==> src/rtl/msp_pkg.sv <==
// Shared types and constants for the memory size probe.
// Assumes a 32-bit data path.
package msp_pkg;

    localparam int unsigned DATA_W = 32;
    localparam logic [DATA_W-1:0] PAT_A = 32'h5555_AAAA;
    localparam logic [DATA_W-1:0] PAT_B = 32'hAAAA_5555;

    typedef enum logic [4:0] {
        S_IDLE,
        S_SAVE0,
        S_SAVE4,
        S_PA0,
        S_PA4,
        S_PACHK,
        S_PB0,
        S_PB4,
        S_PBCHK,
        S_STEP,
        S_TRD,
        S_TINV,
        S_ZRD,
        S_TRD2,
        S_RST0,
        S_RST4,
        S_DONE
    } probe_state_e;

endpackage

==> src/rtl/msp_offset_walker.sv <==
// Doubling test offset for the sizing loop.
// Loads 4, shifts left by one on each advance and flags when the offset
// reaches the limit. Assumes the limit is at most 2**(ADDR_W-1), so the
// shift never overflows before the limit is met.
module msp_offset_walker #(
    parameter int unsigned ADDR_W = 32
) (
    input  logic              clk,
    input  logic              rst_n,
    input  logic              load,
    input  logic              advance,
    input  logic [ADDR_W-1:0] limit,
    output logic [ADDR_W-1:0] ofs,
    output logic              at_limit
);

    localparam logic [ADDR_W-1:0] FIRST_OFS = ADDR_W'(4);

    // Hold the current test offset; restart at 4 or double.
    always_ff @(posedge clk) begin
        if (!rst_n) begin
            ofs <= FIRST_OFS;
        end else if (load) begin
            ofs <= FIRST_OFS;
        end else if (advance) begin
            ofs <= ofs << 1;
        end
    end

    // Limit reached once the offset is no longer below it.
    always_comb at_limit = (ofs >= limit);


    ofs_onehot_chk: assert property (@(posedge clk) disable iff (!rst_n)
        $onehot(ofs));

endmodule

==> src/rtl/msp_word_capture.sv <==
// Captures read data needed later in a probe: the two saved words and
// the two sizing samples. A word is taken only when a read in the
// matching state is acknowledged.
module msp_word_capture
    import msp_pkg::*;
(
    input  logic              clk,
    input  logic              rst_n,
    input  probe_state_e      state,
    input  logic              xfer,
    input  logic [DATA_W-1:0] rdata,
    output logic [DATA_W-1:0] save0,
    output logic [DATA_W-1:0] save4,
    output logic [DATA_W-1:0] tval,
    output logic [DATA_W-1:0] zval
);

    // Latch read data into the register that belongs to the active state.
    always_ff @(posedge clk) begin
        if (!rst_n) begin
            save0 <= '0;
            save4 <= '0;
            tval  <= '0;
            zval  <= '0;
        end else if (xfer) begin
            case (state)
                S_SAVE0: save0 <= rdata;
                S_SAVE4: save4 <= rdata;
                S_TRD:   tval  <= rdata;
                S_ZRD:   zval  <= rdata;
                default: ;
            endcase
        end
    end

endmodule

==> src/rtl/msp_bus_drive.sv <==
// Decodes the probe state into one bus request: direction, address and
// write data. Pure logic. The request stays unchanged for as long as the
// state and the captured words do, which holds it steady until the
// acknowledge.
module msp_bus_drive
    import msp_pkg::*;
#(
    parameter int unsigned ADDR_W = 32
) (
    input  probe_state_e      state,
    input  logic [ADDR_W-1:0] base,
    input  logic [ADDR_W-1:0] ofs,
    input  logic [DATA_W-1:0] save0,
    input  logic [DATA_W-1:0] save4,
    input  logic [DATA_W-1:0] tval,
    output logic              req,
    output logic              we,
    output logic [ADDR_W-1:0] addr,
    output logic [DATA_W-1:0] wdata
);

    localparam logic [ADDR_W-1:0] WORD1 = ADDR_W'(4);

    // Choose the transfer that belongs to each bus state.
    always_comb begin
        req   = 1'b1;
        we    = 1'b0;
        addr  = base;
        wdata = '0;
        case (state)
            S_SAVE0: ;
            S_SAVE4: addr = base + WORD1;
            S_PA0:   begin we = 1'b1; wdata = PAT_A; end
            S_PA4:   begin we = 1'b1; addr = base + WORD1; wdata = PAT_B; end
            S_PACHK: ;
            S_PB0:   begin we = 1'b1; wdata = PAT_B; end
            S_PB4:   begin we = 1'b1; addr = base + WORD1; wdata = PAT_A; end
            S_PBCHK: ;
            S_TRD:   addr = base + ofs;
            S_TINV:  begin we = 1'b1; wdata = ~tval; end
            S_ZRD:   ;
            S_TRD2:  addr = base + ofs;
            S_RST0:  begin we = 1'b1; wdata = save0; end
            S_RST4:  begin we = 1'b1; addr = base + WORD1; wdata = save4; end
            default: req = 1'b0;
        endcase
    end

endmodule

==> src/rtl/mem_size_probe.sv <==
// Non-destructive memory size probe.
// Runs two complementary presence checks on word 0. It then sizes the
// memory by finding the doubling offset that aliases onto word 0, and
// finally writes back the two words it disturbed. Assumes the memory
// size and max_size are powers of two, with max_size <= 2**(ADDR_W-1).
module mem_size_probe
    import msp_pkg::*;
#(
    parameter int unsigned ADDR_W = 32
) (
    input  logic              clk,
    input  logic              rst_n,
    input  logic              start,
    input  logic [ADDR_W-1:0] base_addr,
    input  logic [ADDR_W-1:0] max_size,
    output logic              busy,
    output logic              done,
    output logic [ADDR_W-1:0] size_out,
    output logic              mem_req,
    output logic              mem_we,
    output logic [ADDR_W-1:0] mem_addr,
    output logic [DATA_W-1:0] mem_wdata,
    input  logic              mem_ack,
    input  logic [DATA_W-1:0] mem_rdata
);

    localparam logic [ADDR_W-1:0] WORD1 = ADDR_W'(4);

    probe_state_e      state;
    logic [ADDR_W-1:0] base_q;
    logic [ADDR_W-1:0] max_q;
    logic [ADDR_W-1:0] size_q;
    logic [ADDR_W-1:0] ofs;
    logic              at_limit;
    logic [DATA_W-1:0] save0, save4, tval, zval;
    logic              xfer;
    logic              walk_load, walk_adv;

    // A transfer completes when a request meets its acknowledge.
    always_comb xfer = mem_req && mem_ack;

    // Restart the offset when pass two succeeds; double it on a miss.
    always_comb begin
        walk_load = (state == S_PBCHK) && xfer && (mem_rdata == PAT_B);
        walk_adv  = (state == S_TRD2) && xfer && (mem_rdata != zval);
    end

    // Probe sequencer: latch arguments, step through transfers, set result.
    always_ff @(posedge clk) begin
        if (!rst_n) begin
            state  <= S_IDLE;
            base_q <= '0;
            max_q  <= '0;
            size_q <= '0;
        end else begin
            case (state)
                S_IDLE: if (start) begin
                    base_q <= base_addr;
                    max_q  <= max_size;
                    state  <= S_SAVE0;
                end
                S_SAVE0: if (xfer) state <= S_SAVE4;
                S_SAVE4: if (xfer) state <= S_PA0;
                S_PA0:   if (xfer) state <= S_PA4;
                S_PA4:   if (xfer) state <= S_PACHK;
                S_PACHK: if (xfer) begin
                    if (mem_rdata != PAT_A) begin
                        size_q <= '0;
                        state  <= S_RST0;
                    end else begin
                        state  <= S_PB0;
                    end
                end
                S_PB0:   if (xfer) state <= S_PB4;
                S_PB4:   if (xfer) state <= S_PBCHK;
                S_PBCHK: if (xfer) begin
                    if (mem_rdata != PAT_B) begin
                        size_q <= '0;
                        state  <= S_RST0;
                    end else begin
                        state  <= S_STEP;
                    end
                end
                S_STEP: begin
                    if (at_limit) begin
                        size_q <= max_q;
                        state  <= S_RST0;
                    end else begin
                        state  <= S_TRD;
                    end
                end
                S_TRD:   if (xfer) state <= S_TINV;
                S_TINV:  if (xfer) state <= S_ZRD;
                S_ZRD:   if (xfer) state <= S_TRD2;
                S_TRD2:  if (xfer) begin
                    if (mem_rdata == zval) begin
                        size_q <= ofs;
                        state  <= S_RST0;
                    end else begin
                        state  <= S_STEP;
                    end
                end
                S_RST0:  if (xfer) state <= S_RST4;
                S_RST4:  if (xfer) state <= S_DONE;
                S_DONE:  state <= S_IDLE;
                default: state <= S_IDLE;
            endcase
        end
    end

    // Status outputs follow the sequencer state.
    always_comb begin
        busy     = (state != S_IDLE);
        done     = (state == S_DONE);
        size_out = size_q;
    end

    msp_offset_walker #(.ADDR_W(ADDR_W)) walker_i (
        .clk      (clk),
        .rst_n    (rst_n),
        .load     (walk_load),
        .advance  (walk_adv),
        .limit    (max_q),
        .ofs      (ofs),
        .at_limit (at_limit)
    );

    msp_word_capture capture_i (
        .clk   (clk),
        .rst_n (rst_n),
        .state (state),
        .xfer  (xfer),
        .rdata (mem_rdata),
        .save0 (save0),
        .save4 (save4),
        .tval  (tval),
        .zval  (zval)
    );

    msp_bus_drive #(.ADDR_W(ADDR_W)) drive_i (
        .state (state),
        .base  (base_q),
        .ofs   (ofs),
        .save0 (save0),
        .save4 (save4),
        .tval  (tval),
        .req   (mem_req),
        .we    (mem_we),
        .addr  (mem_addr),
        .wdata (mem_wdata)
    );


    req_hold_chk: assert property (@(posedge clk) disable iff (!rst_n)
        (mem_req && !mem_ack) |=> (mem_req && $stable(mem_we)
                                   && $stable(mem_addr) && $stable(mem_wdata)));


    wr_window_chk: assert property (@(posedge clk) disable iff (!rst_n)
        (mem_req && mem_we) |-> (mem_addr == base_q || mem_addr == base_q + WORD1));


    done_pulse_chk: assert property (@(posedge clk) disable iff (!rst_n)
        done |=> !done);


    size_bound_chk: assert property (@(posedge clk) disable iff (!rst_n)
        done |-> (size_out <= max_q && $countones(size_out) <= 1));


    arg_hold_chk: assert property (@(posedge clk) disable iff (!rst_n)
        busy |=> ($stable(base_q) && $stable(max_q)));


    first_read_chk: assert property (@(posedge clk) disable iff (!rst_n)
        $rose(busy) |-> (mem_req && !mem_we && mem_addr == base_q));

endmodule

==> config.mk <==
export PLATFORM = sky130hd
export DESIGN_NAME = mem_size_probe
export DESIGN_NICKNAME = d
export VERILOG_FILES = /design/src/rtl/msp_pkg.sv /design/src/rtl/msp_offset_walker.sv /design/src/rtl/msp_word_capture.sv /design/src/rtl/msp_bus_drive.sv /design/src/rtl/mem_size_probe.sv
export SDC_FILE = /design/constraint.sdc
export NUM_CORES = 1
export LEC_CHECK = 0
export ABC_AREA = 1
export BUFFER_PORTS_ARGS = -buffer_cell sky130_fd_sc_hd__buf_2
export CAP_MARGIN = 25
export CORE_ASPECT_RATIO = 0.5
export CORE_UTILIZATION = 49
export CTS_CLUSTER_DIAMETER = 80
export CTS_CLUSTER_SIZE = 28
export DETAILED_ROUTE_END_ITERATION = 10
export PLACE_DENSITY = 0.7
export REMOVE_ABC_BUFFERS = 1
export SKIP_LAST_GASP = 1
export SLEW_MARGIN = 20
export SYNTH_ARGS = -nofsm -noshare
export SYNTH_HDL_FRONTEND = slang
export SYNTH_SLANG_ARGS = --single-unit
export TNS_END_PERCENT = 20
==> constraint.sdc <==
create_clock -name clk -period 5.6 [get_ports clk]
set_input_delay 0.28 -clock clk [delete_from_list [all_inputs] [get_ports clk]]
set_output_delay 0.28 -clock clk [all_outputs]
set_load 0.01 [all_outputs]
==> impl_metrics.env, run 1 <==
export IMPL_power_static_leakage_uw=0.006826
export IMPL_coreArea_um2=28080
export IMPL_unrepaired_setup_endpoints_after_global_routing="false"
export IMPL_wl_um=41610
export IMPL_wirelength_met1_um=19920
export IMPL_cts_tree="built"
export IMPL_gp_routability_congestion=0.9226
export IMPL_cts_htree_levels=1
export IMPL_grt_util_all_layers=0.2772
export IMPL_worst_slew_pin_transition_ns=0.9525
export IMPL_drv_max_cap_violation_count=0
export IMPL_preCtsSetupSlack_ns=1.248
export IMPL_hold_class="input pin to flip-flop"
export IMPL_timing_setup_tns_ns=0
export IMPL_outcome="completed"
export IMPL_die_height_um=122.3
export IMPL_number_of_global_route_vias_before_repair=13001
export IMPL_final_net_count=2378
export IMPL_clk_pin_slew_worst_paths_ns=0.11
export IMPL_clock_sink_count=259
export IMPL_fmax_ghz=0.2003
export IMPL_dr_pass1_iters=5
export IMPL_worst_setup_path_start_kind="flip-flop"
export IMPL_cts_root_buffer="sky130_fd_sc_hd__clkbuf_16"
export IMPL_synth_warning_count=0
export IMPL_initial_core_util=0.5049
export IMPL_post_route_min_period_ns=4.994
export IMPL_end_kind="output port"
export IMPL_timing_critical_path_required_ns=5.32
export IMPL_final_antenna_net_count=0
export IMPL_synth_cell_area_um2=14180
export IMPL_maximum_number_of_pins_on_one_net_before_global_route_repair=102
export IMPL_vias_per_cell=5.409
export IMPL_setup_violations_final=0
export IMPL_clk_latency_ns=0.50
export IMPL_number_of_flops_mapped_to_enable_cells_by_yosys=0
export IMPL_mostFrequentLayoutCells="sky130_fd_sc_hd__nand2_1, sky130_fd_sc_hd__nor2_1, sky130_fd_sc_hd__dfxtp_1"
export IMPL_layout_drive_gt1_share=0.1186
export IMPL_number_of_clock_buffers_inserted_by_tritoncts=13
export IMPL_maximum_ir_drop_on_the_vdd_rail_v=0.0001867
export IMPL_area_delta_synth_final_pct=11.47
export IMPL_power_sequential_fraction=0.453
export IMPL_final_critical_path_setup_slack_ns=0.6065
export IMPL_placed_cells_incl_taps=2563
export IMPL_maxSlewViolCount=0
export IMPL_post_route_drc_count=0
export IMPL_power_share_switching=0.3824
export IMPL_synth_flop_type="sky130_fd_sc_hd__dfxtp_1"
export IMPL_wl_per_cell_um=16.00
export IMPL_power_share_combinational=0.333
export IMPL_timing_worst_setup_path_type="flip-flop to output port"
export IMPL_grt_first_pass_wirelength_um=67430
export IMPL_grt_antenna_before_repair=0
export IMPL_route_vias_total=14064
export IMPL_fin_skew_ns=0.02382
export IMPL_syn_inst=2098
export IMPL_layout_cells_most_common="sky130_fd_sc_hd__nand2_1"
export IMPL_gr_total_overflow=0
export IMPL_ys_async_sr_fraction=0
export IMPL_drt_iter0_drc=1029
export IMPL_synth_avg_cell_area_um2=6.759
export IMPL_power_report_internal_total_uw=3061
export IMPL_buffer_ports_inserted=199
export IMPL_hpwl_um=28550
export IMPL_num_antenna_cells=0
export IMPL_row_count=43
export IMPL_final_hold_violation_count=0
export IMPL_net_switching_power_uw=1895
export IMPL_route_met2_wl_um=18930
export IMPL_die_w_um=242.6
export IMPL_synth_yosys_seq_area_share=0.3657
export IMPL_worst_path_max_fanout=29
export IMPL_pin_count=200
export IMPL_route_met3_wl_um=1965
export IMPL_hold_slack_ns=0.007052
export IMPL_synth_ff_latch_count=259
export IMPL_fin_crit_sh=0.8917
export IMPL_worst_ep_arrival_time_ns=4.71
export IMPL_p_per_cell_area_nw_per_um2=313.6
export IMPL_netlist_cell_type_count=42
export IMPL_max_slew_margin_rel=0.3643
export IMPL_clock_power_share=0.214
export IMPL_final_instance_count_excl_fill=2600
export IMPL_route_top_layer_used="met4"
export IMPL_floorplan_die_area_um2=29660
export IMPL_cts_max_path_buffers=3
export IMPL_fillerInstances=2893
## layer usage
metal | up-vias | GRT usage
met5 | - | 0
met4 | 0 | 0.06211
li1 | 7179 | -
met3 | 61 | 0.03280
met2 | 347 | 0.4662
met1 | 6477 | 0.3835
## path summary, 6_finish.rpt
| path | cells after the start | slack [ns] | to | startpoint |
|---|---|---|---|---|
| hold / removal | 3 | 0.007 | base_q[15] | base_addr[15] |
| setup reg to reg | 11 | 1.85 | capture_i.save0[18] | state[1] |
| setup / recovery | 18 | 0.61 | mem_addr[31] | state[2] |
| hold reg to reg | 2 | 0.45 | capture_i.save0[28] | capture_i.save0[28] |
## critical path, stage by stage, from the launching register on
cell and delay [ns]:
sky130_fd_sc_hd__dfxtp_1 0.63, sky130_fd_sc_hd__nor2_1 0.15, sky130_fd_sc_hd__nand4_1 0.17, sky130_fd_sc_hd__nand2_1 0.08, sky130_fd_sc_hd__nor3_1 0.44, sky130_fd_sc_hd__inv_1 0.58
sky130_fd_sc_hd__nor2_1 0.39, sky130_fd_sc_hd__ha_1 0.29, sky130_fd_sc_hd__nand3_1 0.08, sky130_fd_sc_hd__nand3_1 0.12, sky130_fd_sc_hd__a21oi_1 0.35, sky130_fd_sc_hd__o21ai_0 0.23
sky130_fd_sc_hd__nand2_1 0.12, sky130_fd_sc_hd__nand3_1 0.11, sky130_fd_sc_hd__nand2_1 0.08, sky130_fd_sc_hd__inv_1 0.03, sky130_fd_sc_hd__o21ai_0 0.14, sky130_fd_sc_hd__nand2_1 0.07
sky130_fd_sc_hd__buf_2 0.14
## power groups by stage
stage	clock network [uW]	registers [uW]	logic [uW]
after floorplan	0	2240	1040
after global placement	0	2280	1620
after detailed placement	0	2290	1630
after CTS	1080	2240	1650
after global routing	1150	2280	1850
final	1060	2250	1650
## cell usage after synthesis (2+ instances only)
master                      number  area [um2]
sky130_fd_sc_hd__a21boi_0        2       15.01
sky130_fd_sc_hd__a21o_1          6       45.04
sky130_fd_sc_hd__a21oi_1       233        1166
sky130_fd_sc_hd__a22oi_1        32       240.2
sky130_fd_sc_hd__a31oi_1        10       62.56
sky130_fd_sc_hd__buf_1           6       22.52
sky130_fd_sc_hd__buf_2          23       115.1
sky130_fd_sc_hd__buf_4           9       67.56
sky130_fd_sc_hd__clkbuf_1       92       345.3
sky130_fd_sc_hd__clkbuf_2        2       10.01
sky130_fd_sc_hd__clkinv_1        2       7.510
sky130_fd_sc_hd__dfxtp_1       259        5185
sky130_fd_sc_hd__ha_1           59       738.2
sky130_fd_sc_hd__inv_1         205       769.5
sky130_fd_sc_hd__inv_2           5       18.77
sky130_fd_sc_hd__nand2_1       411        1543
sky130_fd_sc_hd__nand2_2         3       18.77
sky130_fd_sc_hd__nand3_1       101       505.5
sky130_fd_sc_hd__nand3_2         2       20.02
sky130_fd_sc_hd__nand4_1        49       306.5
sky130_fd_sc_hd__nor2_1        264       991.0
sky130_fd_sc_hd__nor2_2          2       12.51
sky130_fd_sc_hd__nor2_4          4       45.04
sky130_fd_sc_hd__nor3_1         19       95.09
sky130_fd_sc_hd__nor4_1          2       12.51
sky130_fd_sc_hd__o2111ai_1      28       245.2
sky130_fd_sc_hd__o21ai_0       185       925.9
sky130_fd_sc_hd__o21ai_1        19       95.09
sky130_fd_sc_hd__o21bai_1        8       60.06
sky130_fd_sc_hd__o22ai_1         4       25.02
sky130_fd_sc_hd__or2_2           6       37.54
sky130_fd_sc_hd__xnor2_1        33       289.0
sky130_fd_sc_hd__xor2_1          4       35.03
## repair_timing
| action | 4_1_cts | 5_1_grt |
|---|---|---|
| setup buffers | 0 | 0 |
| hold endpoints to repair | 22 | 0 |
| gates resized for setup | 0 | 0 |
| hold buffers | 22 | 0 |
## cell families after synthesis
logic type | synth area share
AOI/OAI and AO/OA | 0.2054
buffers and inverters | 0.09565
and+or+nand+nor | 0.2569
adders and majority gates | 0.05347
DFF | 0.3657
xor gates and xnor gates | 0.02285
## state kept, by name (all words and copies together), names as in the netlist
name and count:
base_q 32, capture_i.save0 32, capture_i.save4 32, capture_i.tval 32
capture_i.zval 32, max_q 32, size_out 32, state 5
walker_i.ofs 30
## through the flow
stage | power (uW) | utilization | cell area (um2)
detailed placement | 3911 | 0.5425 | 15240
CTS | 4971 | 0.5628 | 15810
floorplan | 3288 | - | 13620
finish | 4956 | 0.5628 | 15810
global route | 5278 | 0.5628 | 15810
global placement | 3899 | 0.5425 | 15240
## area by class of cell
type,count,area (um2),area share
Multi-Input combinational cell,1495,7659,0.4845
Sequential cell,259,5185,0.3280
Inverter,212,795.8,0.05034
Tap cell,382,478.0,0.03024
Timing Repair Buffer,237,1339,0.08470
Clock inverter,2,25.02,0.001583
Clock buffer,13,325.3,0.02058
Note: power is estimated with default switching activity, not from simulation.
==> run 2, diff against run 1 <==
--- a/config.mk
+++ b/config.mk
@@ -5,7 +5,6 @@
 export SDC_FILE = /design/constraint.sdc
 export NUM_CORES = 1
 export LEC_CHECK = 0
-export ABC_AREA = 1
 export BUFFER_PORTS_ARGS = -buffer_cell sky130_fd_sc_hd__buf_2
 export CAP_MARGIN = 25
 export CORE_ASPECT_RATIO = 0.5
==> run 2 against run 1 <==
Compared with the run above:
- the flow now finishes with violations (design-rule violations)
- final area grew 3.4%
- clock skew shrank 0.0024 ns
- critical path type unchanged
- worst setup slack lost 0.074 ns
- synthesized cell count shrank 10%
==> impl_metrics.env, run 2 <==
export IMPL_power_total_uw=4853
export IMPL_floorplan_die_area_um2=30890
export IMPL_netlist_cell_type_count=78
export IMPL_synth_flop_type="sky130_fd_sc_hd__dfxtp_1"
export IMPL_grt_util_all_layers=0.2518
export IMPL_clock_sink_count=259
export IMPL_dpl_cell_area_um2=15920
export IMPL_synth_avg_cell_area_um2=7.828
export IMPL_yosys_top_cells_area="sky130_fd_sc_hd__dfxtp_1, sky130_fd_sc_hd__nand2_1, sky130_fd_sc_hd__a21boi_0"
export IMPL_final_hold_violation_count=0
export IMPL_synth_yosys_seq_area_share=0.3510
export IMPL_setup_violations_final=0
export IMPL_synth_cell_area_um2=14770
export IMPL_hpwl_um=26440
export IMPL_post_route_min_period_ns=5.068
export IMPL_multi_input_area_um2=8886
export IMPL_buffer_ports_inserted=199
export IMPL_row_count=44
export IMPL_ctsResizeCount=0
export IMPL_number_of_clock_buffers_inserted_by_tritoncts=13
export IMPL_grt_first_pass_wirelength_um=64220
export IMPL_post_synth_top_count_cell="sky130_fd_sc_hd__nand2_1"
export IMPL_cts_root_buffer="sky130_fd_sc_hd__clkbuf_16"
export IMPL_post_route_drc_count=6
export IMPL_wl_per_cell_um=16.70
export IMPL_vias_per_cell=5.623
export IMPL_worst_path_max_fanout=31
export IMPL_timing_worst_setup_path_type="flip-flop to output port"
export IMPL_maximum_number_of_pins_on_one_net_before_global_route_repair=100
export IMPL_power_static_leakage_uw=0.006756
export IMPL_end_kind="output port"
export IMPL_route_vias_total=13360
export IMPL_pin_count=200
export IMPL_utilization=0.5582
export IMPL_area_delta_synth_final_pct=10.68
export IMPL_coreArea_um2=29290
export IMPL_worst_setup_path_start_kind="flip-flop"
export IMPL_cts_max_path_buffers=3
export IMPL_layout_drive_gt1_share=0.1361
export IMPL_fmax_ghz=0.1973
export IMPL_sequential_cell_area_um2=5185
export IMPL_clk_latency_ns=0.50
export IMPL_wirelength_met1_um=18750
export IMPL_unrepaired_setup_endpoints_after_global_routing="false"
export IMPL_initial_core_util=0.5044
export IMPL_drv_max_cap_violation_count=0
export IMPL_fraction_of_synthesized_cell_area_taken_by_the_top_area_cell_type=0.3510
export IMPL_clk_pin_slew_worst_paths_ns=0.12
export IMPL_cts_setup_buffers=0
export IMPL_worst_slew_pin_transition_ns=0.9450
export IMPL_route_met2_wl_um=18880
export IMPL_worst_ep_arrival_time_ns=4.79
export IMPL_failed_checks="design-rule violations"
export IMPL_timing_critical_path_required_ns=5.32
export IMPL_ys_async_sr_fraction=0
export IMPL_hold_class="input pin to flip-flop"
export IMPL_post_synth_most_frequent_cells="sky130_fd_sc_hd__nand2_1, sky130_fd_sc_hd__dfxtp_1, sky130_fd_sc_hd__a21boi_0"
export IMPL_dr_pass1_iters=8
export IMPL_route_met3_wl_um=1359
export IMPL_synth_ff_latch_count=259
export IMPL_fin_crit_sh=0.9049
export IMPL_layout_cells_most_common="sky130_fd_sc_hd__nand2_1"
export IMPL_outcome="finished with violations"
export IMPL_netlist_top_cell_by_area="sky130_fd_sc_hd__dfxtp_1"
export IMPL_mostFrequentLayoutCells="sky130_fd_sc_hd__nand2_1, sky130_fd_sc_hd__dfxtp_1, sky130_fd_sc_hd__buf_2"
export IMPL_timing_setup_tns_ns=0
export IMPL_maxSlewViolCount=0
export IMPL_max_slew_margin_rel=0.3693
export IMPL_number_of_flops_mapped_to_enable_cells_by_yosys=0
export IMPL_fillerInstances=2868
export IMPL_route_top_layer_used="met5"
export IMPL_p_per_cell_area_nw_per_um2=296.8
export IMPL_die_w_um=247.5
export IMPL_die_height_um=124.8
export IMPL_final_antenna_net_count=0
export IMPL_syn_inst=1887
export IMPL_fin_skew_ns=0.02138
export IMPL_post_route_cell_area_um2=16350
export IMPL_number_of_global_route_vias_before_repair=12326
export IMPL_final_instance_count_excl_fill=2376
export IMPL_cts_htree_levels=1
export IMPL_placed_cells_incl_taps=2357
export IMPL_grt_antenna_before_repair=1
export IMPL_cts_tree="built"
export IMPL_synth_warning_count=0
export IMPL_maximum_ir_drop_on_the_vdd_rail_v=0.0001758
export IMPL_gr_total_overflow=0
export IMPL_drt_iter0_drc=960
export IMPL_gp_routability_congestion=0.8583
export IMPL_cts_hold_buf=0
export IMPL_final_net_count=2143
export IMPL_wl_um=39670
run 2: changes by cell type after synthesis, moves of 36 or more:
cell	change
sky130_fd_sc_hd__a21oi_1	-199
sky130_fd_sc_hd__nor2_1	-195
sky130_fd_sc_hd__inv_1	-158
sky130_fd_sc_hd__a21boi_0	+150
sky130_fd_sc_hd__o21ai_0	-92
sky130_fd_sc_hd__nand2_1	+91
sky130_fd_sc_hd__nand3_1	-79
sky130_fd_sc_hd__a21boi_1	+43
sky130_fd_sc_hd__nor2b_1	+36
run 2: final cells by class:
class	count	area share
Timing Repair Buffer	223	0.07523
Antenna cell	1	0.0001531
Sequential cell	259	0.3171
Inverter	47	0.01079
Multi-Input combinational cell	1439	0.5435
Clock inverter	3	0.003367
Tap cell	391	0.02992
Clock buffer	13	0.01990
run 2: cells by family (layout without fill, tap and decap cells):
| family | after synthesis | after routing | synth area share |
|---|---|---|---|
| AO/OA/AOI/OAI | 536 | 536 | 0.2659 |
| XOR/XNOR | 53 | 53 | 0.03143 |
| adder cells (fa/ha/maj) | 60 | 60 | 0.05133 |
| buffers and inverters | 189 | 286 | 0.05108 |
| flip-flops | 259 | 259 | 0.3510 |
| multiplexers | 31 | 31 | 0.02109 |
| other | 0 | 1 | 0 |
| AND/OR/NAND/NOR | 759 | 759 | 0.2282 |
run 2: final timing paths:
path                       from            endpoint  slack [ns]  depth (start not counted)
max                    state[3]        mem_addr[22]        0.53                         15
min                 max_size[0]            max_q[0]        0.02                          3
max reg2reg            state[3]         size_out[0]        2.68                          7
min reg2reg  capture_i.tval[31]  capture_i.tval[31]        0.45                          2
run 2: layer usage:
metal,track usage,vias to the layer above
li1,-,6751
met5,0,-
met3,0.02521,47
met4,0.05666,2
met2,0.4229,244
met1,0.3462,6316
run 2: stage by stage:
| stage | worst slack [ns] | hold slack (ns) |
|---|---|---|
| after floorplan | 1.056 | 0.3938 |
| after global placement | 1.194 | 0.4366 |
| after detailed placement | 1.158 | 0.4416 |
| after CTS | 0.5615 | 0.004825 |
| after global routing | 0.1879 | 0.01629 |
| final | 0.5324 | 0.01995 |
run 2: worst max-delay path: stages (launching register included):
cell                       delay [ns]
sky130_fd_sc_hd__dfxtp_1         0.64
sky130_fd_sc_hd__nor3_1          0.12
sky130_fd_sc_hd__a31oi_1         0.16
sky130_fd_sc_hd__or2_2           0.43
sky130_fd_sc_hd__nand2b_1        0.11
sky130_fd_sc_hd__ha_1            0.23
sky130_fd_sc_hd__fa_1            0.45
sky130_fd_sc_hd__a211oi_2        0.31
sky130_fd_sc_hd__o211ai_2        0.17
sky130_fd_sc_hd__a32oi_2         0.32
sky130_fd_sc_hd__nor3_2          0.12
sky130_fd_sc_hd__o41a_1          0.45
sky130_fd_sc_hd__o21a_1          0.21
sky130_fd_sc_hd__o21a_1          0.18
sky130_fd_sc_hd__o31ai_2         0.19
sky130_fd_sc_hd__buf_2           0.17
run 2: power breakdown:
part | internal, uW | total, uW | switching (uW)
registers | 1990 | 2100 | 113
logic | 562 | 1650 | 1090
clock network | 478 | 1100 | 619
total | 3030 | 4850 | 1820
